$ cat src/rtl/tlb_pkg.sv
package tlb_pkg;
  localparam int VA_W   = 32;
  localparam int PA_W   = 30;
  localparam int OFF_W  = 12;
  localparam int VPN_W  = VA_W - OFF_W;
  localparam int PPN_W  = PA_W - OFF_W;
  localparam int PERM_W = 2;
  localparam int PERM_RD = 0;
  localparam int PERM_WR = 1;
endpackage

$ cat src/rtl/tlb_cam.sv
module tlb_cam import tlb_pkg::*; #(
  parameter int N     = 8,
  parameter int IDX_W = $clog2(N)
) (
  input  logic [N-1:0]            valid_i,
  input  logic [N-1:0][VPN_W-1:0] tag_i,
  input  logic [VPN_W-1:0]        vpn_i,
  output logic                    hit_o,
  output logic [IDX_W-1:0]        idx_o,
  output logic                    multi_o
);
  logic [N-1:0] match;

  for (genvar i = 0; i < N; i++) begin : g_cmp
    assign match[i] = valid_i[i] && (tag_i[i] == vpn_i);
  end

  always_comb begin
    idx_o = '0;
    for (int i = N - 1; i >= 0; i--) begin
      if (match[i]) idx_o = IDX_W'(i);
    end
  end

  assign hit_o   = |match;
  assign multi_o = |(match & (match - N'(1)));
endmodule

$ cat src/rtl/tlb_lru.sv
module tlb_lru #(
  parameter int N     = 8,
  parameter int IDX_W = $clog2(N)
) (
  input  logic             clk_i,
  input  logic             rst_ni,
  input  logic             touch_i,
  input  logic [IDX_W-1:0] touch_idx_i,
  output logic [IDX_W-1:0] victim_o
);
  localparam logic [IDX_W-1:0] MRU = IDX_W'(N - 1);

  // rank 0 = least recent, N-1 = most recent
  logic [IDX_W-1:0] rank_q [N];
  logic [N-1:0]     is_lru;

  always_ff @(posedge clk_i or negedge rst_ni) begin
    if (!rst_ni) begin
      for (int i = 0; i < N; i++) rank_q[i] <= IDX_W'(i);
    end else if (touch_i) begin
      for (int j = 0; j < N; j++) begin
        if (IDX_W'(j) == touch_idx_i)          rank_q[j] <= MRU;
        else if (rank_q[j] > rank_q[touch_idx_i]) rank_q[j] <= rank_q[j] - 1'b1;
      end
    end
  end

  for (genvar i = 0; i < N; i++) begin : g_lru
    assign is_lru[i] = (rank_q[i] == '0);
  end

  always_comb begin
    victim_o = '0;
    for (int i = N - 1; i >= 0; i--) begin
      if (is_lru[i]) victim_o = IDX_W'(i);
    end
  end

  a_r5_one_victim: assert property (@(posedge clk_i) disable iff (!rst_ni)
    $countones(is_lru) == 1);

  a_r5_touch_not_victim: assert property (@(posedge clk_i) disable iff (!rst_ni)
    touch_i |=> victim_o != $past(touch_idx_i));
endmodule

$ cat src/rtl/tlb_fa.sv
module tlb_fa import tlb_pkg::*; #(
  parameter int N     = 8,
  parameter int IDX_W = $clog2(N)
) (
  input  logic              clk_i,
  input  logic              rst_ni,
  input  logic              lookup_valid_i,
  input  logic [VA_W-1:0]   lookup_vaddr_i,
  input  logic              lookup_write_i,
  output logic              hit_o,
  output logic              miss_o,
  output logic [PA_W-1:0]   paddr_o,
  output logic [IDX_W-1:0]  hit_idx_o,
  output logic              hit_ref_o,
  output logic              hit_dirty_o,
  output logic              perm_fault_o,
  output logic              multi_hit_o,
  input  logic              refill_valid_i,
  input  logic [VPN_W-1:0]  refill_vpn_i,
  input  logic [PPN_W-1:0]  refill_ppn_i,
  input  logic [PERM_W-1:0] refill_perm_i,
  input  logic              flush_i
);
  logic [N-1:0]             valid_q, ref_q, dirty_q;
  logic [N-1:0][VPN_W-1:0]  vpn_q;
  logic [N-1:0][PPN_W-1:0]  ppn_q;
  logic [N-1:0][PERM_W-1:0] perm_q;

  logic [VPN_W-1:0] lk_vpn;
  logic             cam_hit, cam_multi, allow;
  logic [IDX_W-1:0] cam_idx, victim, free_idx, fill_idx, touch_idx;
  logic             any_free, do_fill, do_upd, touch;

  assign lk_vpn = lookup_vaddr_i[VA_W-1:OFF_W];

  tlb_cam #(.N(N), .IDX_W(IDX_W)) u_cam (
    .valid_i (valid_q),
    .tag_i   (vpn_q),
    .vpn_i   (lk_vpn),
    .hit_o   (cam_hit),
    .idx_o   (cam_idx),
    .multi_o (cam_multi)
  );

  tlb_lru #(.N(N), .IDX_W(IDX_W)) u_lru (
    .clk_i       (clk_i),
    .rst_ni      (rst_ni),
    .touch_i     (touch),
    .touch_idx_i (touch_idx),
    .victim_o    (victim)
  );

  assign hit_o        = lookup_valid_i & cam_hit;
  assign miss_o       = lookup_valid_i & ~cam_hit;
  assign multi_hit_o  = lookup_valid_i & cam_multi;
  assign hit_idx_o    = hit_o ? cam_idx : '0;
  assign allow        = lookup_write_i ? perm_q[cam_idx][PERM_WR] : perm_q[cam_idx][PERM_RD];
  assign perm_fault_o = hit_o & ~allow;
  assign hit_ref_o    = hit_o & ref_q[cam_idx];
  assign hit_dirty_o  = hit_o & dirty_q[cam_idx];
  assign paddr_o      = {(hit_o ? ppn_q[cam_idx] : {PPN_W{1'b0}}), lookup_vaddr_i[OFF_W-1:0]};

  always_comb begin
    any_free = 1'b0;
    free_idx = '0;
    for (int i = N - 1; i >= 0; i--) begin
      if (!valid_q[i]) begin
        any_free = 1'b1;
        free_idx = IDX_W'(i);
      end
    end
  end

  assign fill_idx  = any_free ? free_idx : victim;
  assign do_fill   = refill_valid_i & ~flush_i;
  assign do_upd    = hit_o & ~refill_valid_i & ~flush_i;
  assign touch     = do_fill | do_upd;
  assign touch_idx = do_fill ? fill_idx : cam_idx;

  for (genvar i = 0; i < N; i++) begin : g_ent
    always_ff @(posedge clk_i or negedge rst_ni) begin
      if (!rst_ni) begin
        valid_q[i] <= 1'b0;
        ref_q[i]   <= 1'b0;
        dirty_q[i] <= 1'b0;
        vpn_q[i]   <= '0;
        ppn_q[i]   <= '0;
        perm_q[i]  <= '0;
      end else if (flush_i) begin
        valid_q[i] <= 1'b0;
      end else if (do_fill && fill_idx == IDX_W'(i)) begin
        valid_q[i] <= 1'b1;
        ref_q[i]   <= 1'b0;
        dirty_q[i] <= 1'b0;
        vpn_q[i]   <= refill_vpn_i;
        ppn_q[i]   <= refill_ppn_i;
        perm_q[i]  <= refill_perm_i;
      end else if (do_upd && cam_idx == IDX_W'(i)) begin
        ref_q[i] <= 1'b1;
        if (lookup_write_i && allow) dirty_q[i] <= 1'b1;
      end
    end
  end

  a_r2_hit_miss_excl: assert property (@(posedge clk_i) disable iff (!rst_ni)
    !(hit_o && miss_o));

  a_r8_fault_with_hit: assert property (@(posedge clk_i) disable iff (!rst_ni)
    perm_fault_o |-> hit_o);

  a_r9_multi_with_hit: assert property (@(posedge clk_i) disable iff (!rst_ni)
    multi_hit_o |-> hit_o);

  a_r10_flush_clears: assert property (@(posedge clk_i) disable iff (!rst_ni)
    flush_i |=> valid_q == '0);

  a_r4_fill_valid: assert property (@(posedge clk_i) disable iff (!rst_ni)
    (refill_valid_i && !flush_i) |=> valid_q[$past(fill_idx)]);

  a_r7_dirty_set: assert property (@(posedge clk_i) disable iff (!rst_ni)
    (hit_o && lookup_write_i && !perm_fault_o && !refill_valid_i && !flush_i)
      |=> dirty_q[$past(hit_idx_o)]);
endmodule

$ cat config.mk
export PLATFORM = sky130hd
export DESIGN_NAME = tlb_fa
export DESIGN_NICKNAME = d
export VERILOG_FILES = /design/src/rtl/tlb_pkg.sv /design/src/rtl/tlb_cam.sv /design/src/rtl/tlb_lru.sv /design/src/rtl/tlb_fa.sv
export SDC_FILE = /design/constraint.sdc
export NUM_CORES = 1
export LEC_CHECK = 0
export ABC_CLOCK_PERIOD_IN_PS = 7060
export CAP_MARGIN = 10
export CORE_MARGIN = 3
export CORE_UTILIZATION = 55
export DETAILED_ROUTE_END_ITERATION = 8
export HOLD_SLACK_MARGIN = 0.12
export PLACE_DENSITY = 0.87
export SETUP_SLACK_MARGIN = 0.05
export SYNTH_ARGS = -nofsm -noshare
export SYNTH_HDL_FRONTEND = slang
export SYNTH_SLANG_ARGS = --single-unit
$ cat constraint.sdc
create_clock -name clk_i -period 7.06 [get_ports clk_i]
set_input_delay 1.412 -clock clk_i [delete_from_list [all_inputs] [get_ports clk_i]]
set_output_delay 1.412 -clock clk_i [all_outputs]
set_load 0.005 [all_outputs]
==> flow_summary.yaml <==
run_status:
  status: "complete, no violations"
clock_network:
  postCtsHoldBufs: 0
  cts_tree: "yes"
  clk_latency_ps: 540
  clockBufferDepth: 3
  numCtsBuffers: 40
  clock_sinks: 368
  path_clk_slew_ps: 60
  cts_root_buf: "clkbuf_16"
  cts_max_level: 2
synthesis:
  synth.distinct_cells: 69
  synth-edff-count: 0
  synth_nets: 1898
  synth-seq-cells: 368
  ys_seq_area_frac: 0.4785
  synth.area.top_cells: "dfrtp_1 (46%), mux2_2 (15%), nand2_1 (5.6%)"
  yosysMostFrequentCell: "dfrtp_1"
  syn-mean-instance-area_um2: 10.78
  yosys.area.top_type: "dfrtp_1"
  async_flop_share: 1.000
  yosys.area.top_type_share: 0.4622
  netlist_area_um2: 19280
  yosys-top-cells-count: "dfrtp_1 (356), nand2_1 (287), mux2_2 (256), xnor2_1 (113), clkbuf_1 (74)"
  ys_warn_count: 0
  syn-instance-count: 1788
  synthFlopType: "dfrtp_1"
placement:
  port_buffers: 92
  place.gp.congestion: 0.9243
  hpwl_um: 35810
  dpl_worst_slack_ps: -2.666
critical_path:
  cp_max_fo: 6
  path_class: "in -> out"
  reg2reg_from: "vpn_q[154]"
  required_ps: 5650
  rr_endpoint: "u_lru.rank_q[5]"
  rrSetupSlack_ps: 1850
  cp-endpoint: "perm_fault_o"
  startpoint: "lookup_vaddr_i[25]"
  reg2reg_depth: 18
  crit_arrival_ps: 5450
  end_kind: "primary output"
  cp-start-kind: "input port"
pwr:
  comb_power_share: 0.209
  leakagePower_nw: 10.81
  clkPwrFrac: 0.363
  p_int_w: 0.004336
  swShare: 0.2932
  pwr-share-seq: 0.428
  ir_drop_mv: 0.2271
  powerDensity_nw_per_um2: 270.5
  power.switching_w: 0.001799
global_route:
  use_met1: 0.3900
  track_usage: 0.2830
  grt_antenna_before_repair: 1
  first_global_vias: 15490
  grt_overflow: 0
  grt_pass1_wl_um: 85560
  met2_usage: 0.4565
  grt_max_degree: 129
  grt_util_met3: 0.04557
  top_usage_layer: "met2"
route:
  wl_per_cell_um: 22.88
  routed_wl_um: 54500
  ant_nets: 0
  drtPass1Iterations: 6
  route.vias.total: 14880
  drt_iter0_markers: 1487
  drc_errors: 0
  viasPerCell: 6.245
timing:
  setup_viol: 0
  grt_setup_unrepaired: "true"
  fin_crit_sh: 0.9721
  fin_tns_setup_ps: 0
  setup_ws_ps: 196.7
  max_slew_margin: 0.1690
  worst_pin_slew_ps: 1233
  maxSlewViolCount: 0
  period_needed_ps: 6863
  hold_slack_ps: 474.0
  fmax_mhz: 145.7
  hold_violations: 0
  finClkSkew_ps: 18.83
floorplan:
  die_h_um: 193.2
  dieArea_um2: 37330
  io_pins: 117
  core_um2: 34040
  start_util: 0.5664
  die_x_um: 193.2
  rows: 67
final_layout:
  nNetsFinal: 2014
  areaGrowthSynthToFinish_pct: 17.67
  drive_above_1_share: 0.2431
  postLayoutCoreUtil: 0.6664
hold_path:
  min_path_type: "reg -> reg"
run:
  maxCapViolCount: 0
[area by class of cell]
cell class	count	area, um^2
fill	2486	11350
multi-input combinational	1286	9643
sequential	368	9224
inverter	30	112.6
clock buffer	54	1155
antenna	1	2.502
timing repair buffer	178	1734
tap	448	560.5
clock inverter	17	250.2
[stage by stage]
stage	cells	area, um^2	power (W)
final	2382	22680	0.006135
after global routing	2382	22680	0.006403
after CTS	2381	22570	0.006115
after detailed placement	2308	21140	0.003883
after global placement	2308	21140	0.003796
after floorplan	1788	19280	0.003466
[power by group through the flow]
stage / registers (W) / clock network (W) / logic, W
after floorplan: 0.00259 / 0 / 0.000877
after global placement: 0.00263 / 0 / 0.00117
after detailed placement: 0.00265 / 0 / 0.00124
after CTS: 0.00261 / 0.00224 / 0.00126
after global routing: 0.00265 / 0.00234 / 0.00141
final: 0.00263 / 0.00223 / 0.00128
[worst min-delay path by stage]
stage                      to       from  cells after the start
detailed placement   ppn_q[0]   ppn_q[0]                      2
finish               ppn_q[0]   ppn_q[0]                      2
floorplan           ppn_q[10]  ppn_q[10]                      2
global placement     ppn_q[0]   ppn_q[0]                      2
global route        ppn_q[15]  ppn_q[15]                      2
CTS                  ppn_q[0]   ppn_q[0]                      2
[worst max-delay path, cell delays in order]
cell	delay, ps
clkdlybuf4s50_1	450
xor2_1	200
or4b_1	520
or4_1	540
a211oi_2	200
a311oi_2	60
buf_4	180
o21bai_4	280
mux2_2	370
nor2_1	110
a21oi_1	80
nor3_2	170
nand2b_1	150
o211a_1	210
clkdlybuf4s50_1	520
[cell families after synthesis]
logic type	synth area share
mux	0.1706
simple gates	0.1373
buf+inv	0.03031
fa+ha+maj	0.02512
flops	0.4785
compound gates	0.08588
xor+xnor	0.07224
[flip-flops by register name (all words and copies together), names as in the netlist]
| signal | cells |
|---|---|
| dirty_q | 8 |
| perm_q | 16 |
| ppn_q | 144 |
| ref_q | 8 |
| u_lru.rank_q | 24 |
| valid_q | 8 |
| vpn_q | 160 |
[repair_timing]
item	CTS	global route
cloned	0	0
pin swaps	1	4
endpoints found under the setup margin	7	21
gates resized for setup	2	22
buffers inserted	2	0
hold endpoints to repair	0	0
[layout by cell type (no fill, tap or decap), types with 11 or more instances in the layout]
cell type and count:
a211oi_1 42, a22o_1 22, clkdlybuf4s50_1 84, dfstp_2 12
a21o_1 14, o21ai_0 16, buf_12 11, inv_1 28
clkbuf_16 41, mux2_2 256, xor2_1 46, dfrtp_1 356
a21oi_1 56, nand2_1 287, ha_1 32, o21a_1 16
nor2_1 68, buf_4 73, xnor2_1 110, nor4_1 16
mux2i_1 36, and2_1 33, nand4_1 45, nand3_1 28
[per-layer routing]
metal / share of wire / wire [um]
met5: 0 / 0
met4: 0.031 / 1689
met3: 0.076 / 4126
met2: 0.48 / 26070
met1: 0.41 / 22610
Power figures use the tool's default switching activity.
